## config.mk

```make
export PLATFORM = sky130hd
export DESIGN_NAME = regbus_spi_master
export DESIGN_NICKNAME = d
export VERILOG_FILES = /design/src/rtl/spim_pkg.sv /design/src/rtl/spim_bit_timer.sv /design/src/rtl/spim_tx_shift.sv /design/src/rtl/spim_rx_shift.sv /design/src/rtl/regbus_spi_master.sv
export SDC_FILE = /design/constraint.sdc
export NUM_CORES = 1
export LEC_CHECK = 0
export CAP_MARGIN = 20
export CORE_ASPECT_RATIO = 1.75
export CORE_MARGIN = 5
export CORE_UTILIZATION = 40
export CTS_CLUSTER_DIAMETER = 200
export DETAILED_ROUTE_END_ITERATION = 10
export PLACE_DENSITY = 0.62
export SYNTH_ARGS = -nofsm -noshare
export SYNTH_HDL_FRONTEND = slang
export SYNTH_HIERARCHICAL = 1
export SYNTH_SLANG_ARGS = --single-unit
```

## constraint.sdc

```tcl
create_clock -name clk -period 4.5 [get_ports clk]
set_clock_uncertainty 0.05 [all_clocks]
set_input_delay 0.9 -clock clk [delete_from_list [all_inputs] [get_ports clk]]
set_output_delay 0.9 -clock clk [all_outputs]
set_load 0.1 [all_outputs]
```

## src/rtl/spim_pkg.sv

```systemverilog
package spim_pkg;
  typedef enum logic [1:0] {
    ST_IDLE  = 2'd0,
    ST_FRAME = 2'd1,
    ST_GAP   = 2'd2
  } spim_state_e;
endpackage

```

## src/rtl/spim_bit_timer.sv

```systemverilog
// Bit-period sequencer: phase counter inside a bit, bit index inside a frame,
// and the registered serial clock derived from the phase.
module spim_bit_timer #(
  parameter int RATIO = 8,
  parameter int NBITS = 40
) (
  input  logic                      clk,
  input  logic                      rst,
  input  logic                      start,
  input  logic                      run,
  output logic [$clog2(NBITS)-1:0]  bit_idx,
  output logic                      mid,
  output logic                      bit_end,
  output logic                      last_bit,
  output logic                      sclk
);
  localparam int PH_W = (RATIO > 2) ? $clog2(RATIO) : 1;
  localparam int BI_W = $clog2(NBITS);
  localparam logic [PH_W-1:0] PH_LAST    = PH_W'(RATIO - 1);
  localparam logic [PH_W-1:0] PH_MID     = PH_W'(RATIO / 2);
  localparam logic [PH_W-1:0] PH_PRE_MID = PH_W'(RATIO / 2 - 1);
  localparam logic [BI_W-1:0] BI_LAST    = BI_W'(NBITS - 1);

  logic [PH_W-1:0] phase;

  assign bit_end  = run && (phase == PH_LAST);
  assign mid      = run && (phase == PH_MID);
  assign last_bit = bit_end && (bit_idx == BI_LAST);

  always_ff @(posedge clk) begin
    if (rst) begin
      phase   <= '0;
      bit_idx <= '0;
      sclk    <= 1'b0;
    end else if (start) begin
      phase   <= '0;
      bit_idx <= '0;
      sclk    <= 1'b0;
    end else if (run) begin
      if (phase == PH_LAST) begin
        phase <= '0;
        sclk  <= 1'b0;
        if (bit_idx != BI_LAST) bit_idx <= bit_idx + 1'b1;
      end else begin
        phase <= phase + 1'b1;
        if (phase == PH_PRE_MID) sclk <= 1'b1;
      end
    end
  end

  p_phase_range_r3: assert property (@(posedge clk) disable iff (rst)
    phase <= PH_LAST);
  p_sclk_high_at_mid_r3: assert property (@(posedge clk) disable iff (rst)
    mid |-> sclk);
  p_sclk_low_at_bit_start_r3: assert property (@(posedge clk) disable iff (rst)
    (run && phase == '0) |-> !sclk);
endmodule

```

## src/rtl/spim_tx_shift.sv

```systemverilog
// Outgoing frame shifter; the serial output is a register.
module spim_tx_shift #(
  parameter int NBITS = 40
) (
  input  logic             clk,
  input  logic             rst,
  input  logic             load,
  input  logic [NBITS-1:0] load_word,
  input  logic             shift,
  input  logic             clear,
  output logic             mosi
);
  logic [NBITS-1:0] sr;

  always_ff @(posedge clk) begin
    if (rst) begin
      sr   <= '0;
      mosi <= 1'b0;
    end else if (load) begin
      mosi <= load_word[NBITS-1];
      sr   <= {load_word[NBITS-2:0], 1'b0};
    end else if (clear) begin
      mosi <= 1'b0;
      sr   <= '0;
    end else if (shift) begin
      mosi <= sr[NBITS-1];
      sr   <= {sr[NBITS-2:0], 1'b0};
    end
  end

  p_clear_drops_line_r3: assert property (@(posedge clk) disable iff (rst)
    (clear && !load) |=> !mosi);
endmodule

```

## src/rtl/spim_rx_shift.sv

```systemverilog
// Incoming word collector, MSB first.
module spim_rx_shift #(
  parameter int W = 32
) (
  input  logic         clk,
  input  logic         rst,
  input  logic         clear,
  input  logic         sample,
  input  logic         din,
  output logic [W-1:0] word
);
  always_ff @(posedge clk) begin
    if (rst || clear) word <= '0;
    else if (sample)  word <= {word[W-2:0], din};
  end

  p_sample_lands_lsb_r6: assert property (@(posedge clk) disable iff (rst)
    (sample && !clear) |=> (word[0] == $past(din)));
endmodule

```

## src/rtl/regbus_spi_master.sv

```systemverilog
module regbus_spi_master
  import spim_pkg::*;
#(
  parameter int ADDR_W    = 7,
  parameter int DATA_W    = 32,
  parameter int CLK_RATIO = 8
) (
  input  logic              clk,
  input  logic              rst,
  input  logic              req_valid,
  output logic              req_ready,
  input  logic              req_write,
  input  logic [ADDR_W-1:0] req_addr,
  input  logic [DATA_W-1:0] req_wdata,
  output logic              rsp_done,
  output logic [DATA_W-1:0] rsp_rdata,
  output logic              spi_sclk,
  output logic              spi_cs_n,
  output logic              spi_mosi,
  input  logic              spi_miso
);
  localparam int FIELD_W   = ADDR_W + 1;
  localparam int NBITS     = FIELD_W + DATA_W;
  localparam int BI_W      = $clog2(NBITS);
  localparam int GC_W      = (CLK_RATIO > 2) ? $clog2(CLK_RATIO) : 1;
  localparam int FRAME_CYC = NBITS * CLK_RATIO;
  localparam int LC_W      = $clog2(FRAME_CYC + 1);
  localparam logic [GC_W-1:0] GAP_LAST   = GC_W'(CLK_RATIO - 1);
  localparam logic [BI_W-1:0] DATA_START = BI_W'(FIELD_W);

  if (CLK_RATIO < 2 || (CLK_RATIO % 2) != 0) begin : g_bad_ratio
    $error("CLK_RATIO must be an even integer of at least 2");
  end
  if (ADDR_W < 1 || DATA_W < 2) begin : g_bad_width
    $error("ADDR_W must be >= 1 and DATA_W >= 2");
  end

  spim_state_e       state;
  logic [GC_W-1:0]   gap_cnt;
  logic              is_read;
  logic              accept;
  logic              run;
  logic [BI_W-1:0]   bit_idx;
  logic              mid, bit_end, last_bit;
  logic [NBITS-1:0]  frame_word;
  logic [DATA_W-1:0] rx_word;
  logic              rx_sample;

  assign req_ready  = (state == ST_IDLE);
  assign accept     = req_valid && req_ready;
  assign run        = (state == ST_FRAME);
  assign frame_word = {req_write, req_addr, (req_write ? req_wdata : {DATA_W{1'b0}})};
  assign rx_sample  = run && is_read && mid && (bit_idx >= DATA_START);

  spim_bit_timer #(.RATIO(CLK_RATIO), .NBITS(NBITS)) timer_i (
    .clk      (clk),
    .rst      (rst),
    .start    (accept),
    .run      (run),
    .bit_idx  (bit_idx),
    .mid      (mid),
    .bit_end  (bit_end),
    .last_bit (last_bit),
    .sclk     (spi_sclk)
  );

  spim_tx_shift #(.NBITS(NBITS)) tx_i (
    .clk       (clk),
    .rst       (rst),
    .load      (accept),
    .load_word (frame_word),
    .shift     (bit_end && !last_bit),
    .clear     (last_bit),
    .mosi      (spi_mosi)
  );

  spim_rx_shift #(.W(DATA_W)) rx_i (
    .clk    (clk),
    .rst    (rst),
    .clear  (accept),
    .sample (rx_sample),
    .din    (spi_miso),
    .word   (rx_word)
  );

  always_ff @(posedge clk) begin
    if (rst) begin
      state     <= ST_IDLE;
      spi_cs_n  <= 1'b1;
      rsp_done  <= 1'b0;
      rsp_rdata <= '0;
      is_read   <= 1'b0;
      gap_cnt   <= '0;
    end else begin
      rsp_done <= 1'b0;
      case (state)
        ST_IDLE: begin
          if (accept) begin
            state    <= ST_FRAME;
            spi_cs_n <= 1'b0;
            is_read  <= !req_write;
          end
        end
        ST_FRAME: begin
          if (last_bit) begin
            state     <= ST_GAP;
            spi_cs_n  <= 1'b1;
            rsp_done  <= 1'b1;
            rsp_rdata <= is_read ? rx_word : '0;
            gap_cnt   <= '0;
          end
        end
        ST_GAP: begin
          if (gap_cnt == GAP_LAST) state <= ST_IDLE;
          else                     gap_cnt <= gap_cnt + 1'b1;
        end
        default: state <= ST_IDLE;
      endcase
    end
  end

  // Checker-side counter of consecutive chip-select-low cycles.
  logic [LC_W-1:0] cs_low_cnt;
  always_ff @(posedge clk) begin
    if (rst || spi_cs_n) cs_low_cnt <= '0;
    else                 cs_low_cnt <= cs_low_cnt + 1'b1;
  end

  p_frame_length_r2: assert property (@(posedge clk) disable iff (rst)
    rsp_done |-> (cs_low_cnt == LC_W'(FRAME_CYC)));
  p_frame_bound_r2: assert property (@(posedge clk) disable iff (rst)
    !spi_cs_n |-> (cs_low_cnt < LC_W'(FRAME_CYC)));
  p_idle_lines_low_r3: assert property (@(posedge clk) disable iff (rst)
    spi_cs_n |-> (!spi_sclk && !spi_mosi));
  p_type_marker_r4: assert property (@(posedge clk) disable iff (rst)
    $fell(spi_cs_n) |-> (spi_mosi == !is_read));
  p_done_single_r7: assert property (@(posedge clk) disable iff (rst)
    rsp_done |=> !rsp_done);
  p_done_at_release_r7: assert property (@(posedge clk) disable iff (rst)
    rsp_done |-> $rose(spi_cs_n));
  p_ready_only_idle_r8: assert property (@(posedge clk) disable iff (rst)
    req_ready |-> spi_cs_n);
  p_no_ready_after_done_r8: assert property (@(posedge clk) disable iff (rst)
    rsp_done |-> !req_ready);
endmodule

```

==> run_results.csv, run 1 <==
group,metric,value,unit
worst_setup_path,r2r.worst_path.cells,9,
worst_setup_path,cp.required,4720,ps
detailed_routing,drc_errors,0,
placement,gp_congestion,0.769,
yosys,synth_top_family_by_area,"simple AND/OR/NAND/NOR gates",
die,io_pins,81,
detailed_routing,vias_per_cell,5.11,
hold_path,holdPathEnd,"rsp_rdata[3]",
yosys,synth_area_leaders,"dfxtp_1 48%, mux2i_1 7.4%, nor2_1 5.6%",
yosys,synth_adder_area_share,1.71,%
detailed_routing,num_vias,3978,
worst_setup_path,critical_path_depth,9,
worst_setup_path,crit_path_start_kind,"flip-flop",
hold_path,hold_path.class,"reg -> reg",
timing,rsz0062_at_grt,"no",
detailed_routing,wl,10.7,mm
hold_path,min_delay_path_depth,1,
die,row_count,54,
die,die_y,160,um
cts,root_buffer,"clkbuf_16",
yosys,synth_enable_flop_cells,0,
pwr,p_sw,629,uW
global_routing,overflow,0,
placement,port_buffers,80,
timing,slew_headroom,34.6,%
global_routing,antenna_found_initial,0,
cts,cts_resized,0,
yosys,post-synth-top-count-cell,"dfxtp_1",
yosys,synth_top_cell_area_share,47.7,%
yosys,ys.flop_type,"dfxtp_1",
detailed_routing,maxUsedRoutingLayer,"met4",
worst_setup_path,crit_path_max_incr_delay,570,ps
worst_setup_path,crit_family,"simple AND/OR/NAND/NOR gates",
yosys,synth_xor_area_share,0,%
pwr,p_clk_share,49.8,%
yosys,synth-seq-area-share,47.7,%
timing,post-route-period-util,69.1,%
timing,fmax,322,MHz
worst_setup_path,cp.arrival,3330,ps
cts,clkTransAtPathRegs,60,ps
yosys,ys_ff_latch,122,
global_routing,grt_pass1_wl,18.6,mm
yosys,ys.warnings.count,6,
worst_setup_path,crit_type,"reg -> reg",
yosys,yosysTopAreaCell,"dfxtp_1",
timing,slew_violations,0,
global_routing,grt_pass1_vias,4248,
detailed_routing,wl_met2,5.30,mm
worst_setup_path,rr_startpoint,"state[0]",
timing,holdWs,426,ps
worst_setup_path,critPathBufInv,2,
outcome,status,"finished, final reports clean",
cts,clkSinkCount,122,
detailed_routing,met1_length,4.69,mm
hold_path,worstHoldStart,"rsp_rdata[3]",
yosys,synth.net_count,582,
pwr,power.total,2610,uW
global_routing,grt_max_degree,49,
cells_and_area,multiInputGateArea,2350,um2
timing,fin_crit,3110,ps
yosys,synth-simple-area-share,22.5,%
worst_setup_path,crit_path_top_delay_cell,"nor2b_2",
cts,clock_path_buffers,2,
cts,clk_latency,410,ps
detailed_routing,wl_per_cell,13.8,um
placement,hpwlAfterDp,7.03,mm
cts,postCtsSetupBuffers,0,
cells_and_area,diodes,0,
timing,hold_viol_final,0,
yosys,synth_compound_area_share,13.7,%
cts,hold_buffers,0,
worst_setup_path,regToRegSetupSlack,1390,ps
cells_and_area,n_fill_cell,1142,
pwr,seqPwrFrac,43.1,%
yosys,synthMuxAreaShare,7.65,%
pwr,internal_power,1980,uW
timing,fin_tns_setup,0,ps
worst_setup_path,r2r_end,"tx_i/sr[25]",
pwr,leakagePower,0.00242,uW
run,drv_cap,0,
worst_setup_path,cp_max_fo,41,
yosys,ys_async_sr_fraction,0,%
detailed_routing,antenna_left,0,
pwr,p_comb_share,7.1,%
cts,cts_tree,"yes",
die,die-area,15200,um2
cells_and_area,drive_gt1_share,9.18,%
yosys,synthTopCellsByCount,"122 x dfxtp_1, 76 x nor2_1, 39 x nor3_1",
die,fp.dieW,95.5,um
cells_and_area,fin_area,6490,um2
detailed_routing,wl_met3,523,um
detailed_routing,firstDrtPassIters,4,
pwr,power_density,402,nW/um2
detailed_routing,first_iter_violations,141,
cells_and_area,seq_area,2440,um2
yosys,syn_inst,531,
timing,finalSetupViolations,0,
yosys,netlist_area,5120,um2
pwr,vdd_drop_max,290,uV
timing,worst_pin_slew,979,ps
cells_and_area,syn2layout_area_growth,26.8,%
cells_and_area,fin_nets,648,
placement,placedInstanceArea,5880,um2
die,core_area,12500,um2
pwr,swShare,24.1,%
cts,htree_levels,4,
cts,numCtsBuffers,17,
worst_setup_path,cp-end-kind,"flip-flop",
die,initial_core_util,40.9,%
yosys,synthDistinctLibCells,44,
yosys,synth_area_per_cell,9.63,um2
worst_setup_path,worstPathCellList,"nor2b_2, nand3_1, nor2_1, nor2b_2, buf_4, or3_1, buf_4, nor2_1, nor3_1",
cells_and_area,postLayoutCoreUtil,51.9,%
global_routing,grtUsageTotal,14.8,%
==> power by group through the flow <==
stage          combinational [uW]  clock, uW  sequential, uW
3_3_place_gp                  181          0            1150
5_1_grt                       205       1380            1130
4_1_cts                       185       1330            1120
3_5_place_dp                  184          0            1150
2_1_floorplan                 124          0            1150
6_report                      184       1300            1120
==> routing by layer <==
metal,up-vias,track usage (%)
met5,-,0
met4,0,5.57
met3,18,4.66
met2,97,25.9
met1,1875,16.5
li1,1988,-
==> cells in the final DEF (no fill, tap or decap), types with 2 or more instances in the layout <==
| master | netlist | layout |
|---|---|---|
| or4_1 | 2 | 2 |
| a211oi_1 | 2 | 2 |
| a22o_1 | 32 | 32 |
| nor2_1 | 76 | 75 |
| buf_4 | 8 | 7 |
| a22o_2 | 2 | 2 |
| nor4b_1 | 2 | 2 |
| nor3b_1 | 3 | 2 |
| mux2i_1 | 38 | 38 |
| nor2_2 | 3 | 3 |
| nand3_1 | 3 | 3 |
| dfxtp_1 | 122 | 122 |
| a22oi_1 | 37 | 37 |
| nor3_1 | 39 | 39 |
| clkbuf_16 | 0 | 17 |
| nor2b_2 | 1 | 2 |
| or3_1 | 4 | 4 |
| o21ai_0 | 7 | 7 |
| inv_6 | 0 | 6 |
| clkdlybuf4s50_1 | 0 | 79 |
| ha_1 | 7 | 7 |
| clkinv_2 | 0 | 2 |
| and2_1 | 32 | 32 |
| clkinvlp_4 | 0 | 3 |
| nand2b_1 | 36 | 36 |
| a21oi_1 | 7 | 7 |
| nand2_1 | 9 | 9 |
| inv_1 | 8 | 8 |
==> cells by family after synthesis <==
family / Yosys count
DFF: 122
and+or+nand+nor: 221
adders and majority gates: 7
muxes: 39
AOI/OAI and AO/OA: 92
buffers and inverters: 50
==> flip-flops by register name (all words and copies together) (netlist names) <==
name / cells
state: 2
gap_cnt: 3
timer_i/bit_idx: 6
rx_i/word: 32
spi_cs_n: 1
rsp_done: 1
timer_i/sclk: 1
is_read: 1
tx_i/mosi: 1
timer_i/phase: 3
tx_i/sr: 39
rsp_rdata: 32
==> final cells by class <==
class	instances	area share, %
Tap cell	168	3.24
Timing Repair Buffer	89	13.6
Multi-Input combinational cell	359	36.2
Inverter	8	0.463
Clock buffer	18	6.77
Clock inverter	14	2.08
Sequential cell	122	37.7
==> worst max-delay path by stage <==
stage	end	slack (ps)	startpoint
floorplan	req_ready	1930	state[1]
global placement	tx_i/sr[36]	1490	state[0]
detailed placement	tx_i/sr[22]	1390	state[0]
CTS	req_ready	1360	state[1]
global route	tx_i/sr[4]	1090	state[0]
finish	tx_i/sr[25]	1390	state[0]
==> stage by stage <==
| stage | cells | worst slack, ps |
|---|---|---|
| floorplan | 531 | 1930 |
| global placement | 744 | 1490 |
| detailed placement | 744 | 1390 |
| CTS | 776 | 1360 |
| global route | 778 | 1090 |
| finish | 778 | 1390 |
(Power assumes the default switching activity.)
==> run 2, diff against run 1 <==
Settings changed: PLACE_DENSITY 0.62 to 0.65.
Clock period 4.5 ns to 2.8 ns, I/O delays scaled along.
==> run_results.csv, run 2 (synthesis results as in run 1) <==
group,metric,value,unit
outcome,status,"finished, final reports clean",
cells_and_area,fin_area,6460,um2
timing,hold_viol_final,0,
timing,worst_pin_slew,1040,ps
cells_and_area,fin_nets,652,
detailed_routing,drc_errors,0,
cts,clkSinkCount,122,
placement,gp_congestion,0.753,
worst_setup_path,cp-end-kind,"flip-flop",
worst_setup_path,crit_path_top_delay_cell,"nor2_1",
detailed_routing,wl,10.7,mm
cells_and_area,finalNonFillerCells,781,
cts,clock_path_buffers,2,
cts,clkTransAtPathRegs,50,ps
timing,fin_crit,2520,ps
placement,place_inst,750,
pwr,power_density,670,nW/um2
pwr,leakagePower,0.00252,uW
cells_and_area,reg.largest.list,"tx_i/sr x39, rsp_rdata x32, rx_i/word x32",
run,drv_cap,0,
worst_setup_path,worstPathCellList,"ha_1, ha_1, nand3_1, nor2_1, nor2b_2, or3_1, buf_4, nor2_1, nor3_1",
worst_setup_path,cp.required,3010,ps
cts,htree_levels,4,
die,core_area,12500,um2
cts,postCtsSetupBuffers,0,
timing,fmax,397,MHz
cts,root_buffer,"clkbuf_16",
timing,slew_violations,0,
die,io_pins,81,
cells_and_area,syn2layout_area_growth,26.3,%
cts,cts_tree,"yes",
worst_setup_path,crit_path_start_kind,"flip-flop",
pwr,vdd_drop_max,390,uV
detailed_routing,antenna_left,0,
cells_and_area,diodes,0,
cells_and_area,postLayoutCoreUtil,51.7,%
hold_path,hold_path.class,"reg -> reg",
timing,fin_tns_setup,0,ps
worst_setup_path,crit_type,"reg -> reg",
timing,slew_headroom,30.9,%
detailed_routing,first_iter_violations,134,
die,die_y,160,um
cells_and_area,regMostFlops,"tx_i/sr",
global_routing,antenna_found_initial,0,
global_routing,overflow,0,
cells_and_area,layout_commonest_cell,"dfxtp_1",
worst_setup_path,cp.arrival,2720,ps
placement,placedInstanceArea,5850,um2
placement,port_buffers,80,
detailed_routing,firstDrtPassIters,6,
detailed_routing,wl_per_cell,13.7,um
global_routing,grt_pass1_vias,3993,
cells_and_area,largest_reg_flops,39,
worst_setup_path,cp_max_fo,36,
die,row_count,54,
detailed_routing,num_vias,3944,
timing,rsz0062_at_grt,"no",
timing,post-route-period-util,90.0,%
die,die-area,15200,um2
timing,finalSetupViolations,0,
cells_and_area,mostFrequentLayoutCells,"122 x dfxtp_1, 75 x nor2_1, 49 x buf_4, 43 x clkdlybuf4s50_1, 39 x nor3_1",
cts,cts_resized,0,
cts,numCtsBuffers,17,
global_routing,grtUsageTotal,14.5,%
die,initial_core_util,40.9,%
detailed_routing,vias_per_cell,5.05,
cts,hold_buffers,0,
global_routing,grt_pass1_wl,18.2,mm
global_routing,grt_max_degree,41,
cts,clk_latency,390,ps
placement,hpwlAfterDp,7.08,mm
worst_setup_path,crit_path_max_incr_delay,420,ps
cells_and_area,drive_gt1_share,15.3,%
die,fp.dieW,95.5,um
## run 2: cell types whose count changed in the layout (fill, tap and decap cells not counted), sizes merged
| cell | change |
|---|---|
| buf | +40 |
| clkdlybuf4s50 | -36 |
| inv | -7 |
| clkbuf | +3 |
| bufinv | +2 |
| clkinvlp | +1 |
## run 2: final timing paths
check | start | endpoint | slack (ps) | cells past startpoint
min reg2reg | spi_cs_n | spi_cs_n | 420 | 2
min | spi_cs_n | spi_cs_n | 420 | 2
max | timer_i/phase[0] | tx_i/sr[3] | 280 | 9
max reg2reg | timer_i/phase[0] | tx_i/sr[3] | 280 | 9
## run 2: cell type report
class / count / area [um2]
Fill cell: 1170 / 6040
Clock buffer: 21 / 470
Clock inverter: 10 / 143
Sequential cell: 122 / 2440
Tap cell: 168 / 210
Timing Repair Buffer: 93 / 818
Inverter: 8 / 30.0
Multi-Input combinational cell: 359 / 2350
## run 2: per-stage QoR
stage / power, uW / setup slack (ps) / hold WS, ps
final: 4330 / 281 / 415
after detailed placement: 2140 / 262 / 409
after global placement: 2140 / 369 / 405
after floorplan: 2050 / 488 / 391
after CTS: 4390 / 250 / 418
after global routing: 4500 / 56.1 / 438
## run 2: worst max-delay path: cells and delay by family (launching register included)
kind	cells	cell delay [ps]
buffers and inverters	1	260
AND/OR/NAND/NOR	6	1190
flip-flops	1	370
adder cells (fa/ha/maj)	2	490
## run 2: where the power goes
| group | leakage [uW] | switching [uW] | internal (uW) |
|---|---|---|---|
| clock | 0.000287 | 756 | 1470 |
| combinational | 0.00125 | 161 | 138 |
| sequential | 0.000991 | 23.5 | 1780 |
## run 2: routing by layer
layer  global-route usage (%)  part of all wire, %  up-vias
met2                     25.3                   51       81
met4                     5.05                 0.61        0
li1                         -                    -     1989
met3                     3.34                  3.9        5
met5                        0                    0        -
met1                     16.9                   44     1869
==> run 3, diff against run 2 <==
Settings changed: CAP_MARGIN 20 to default.
==> results of run 3 <==
The final DEF is identical to that of run 2; final timing and power are the same.
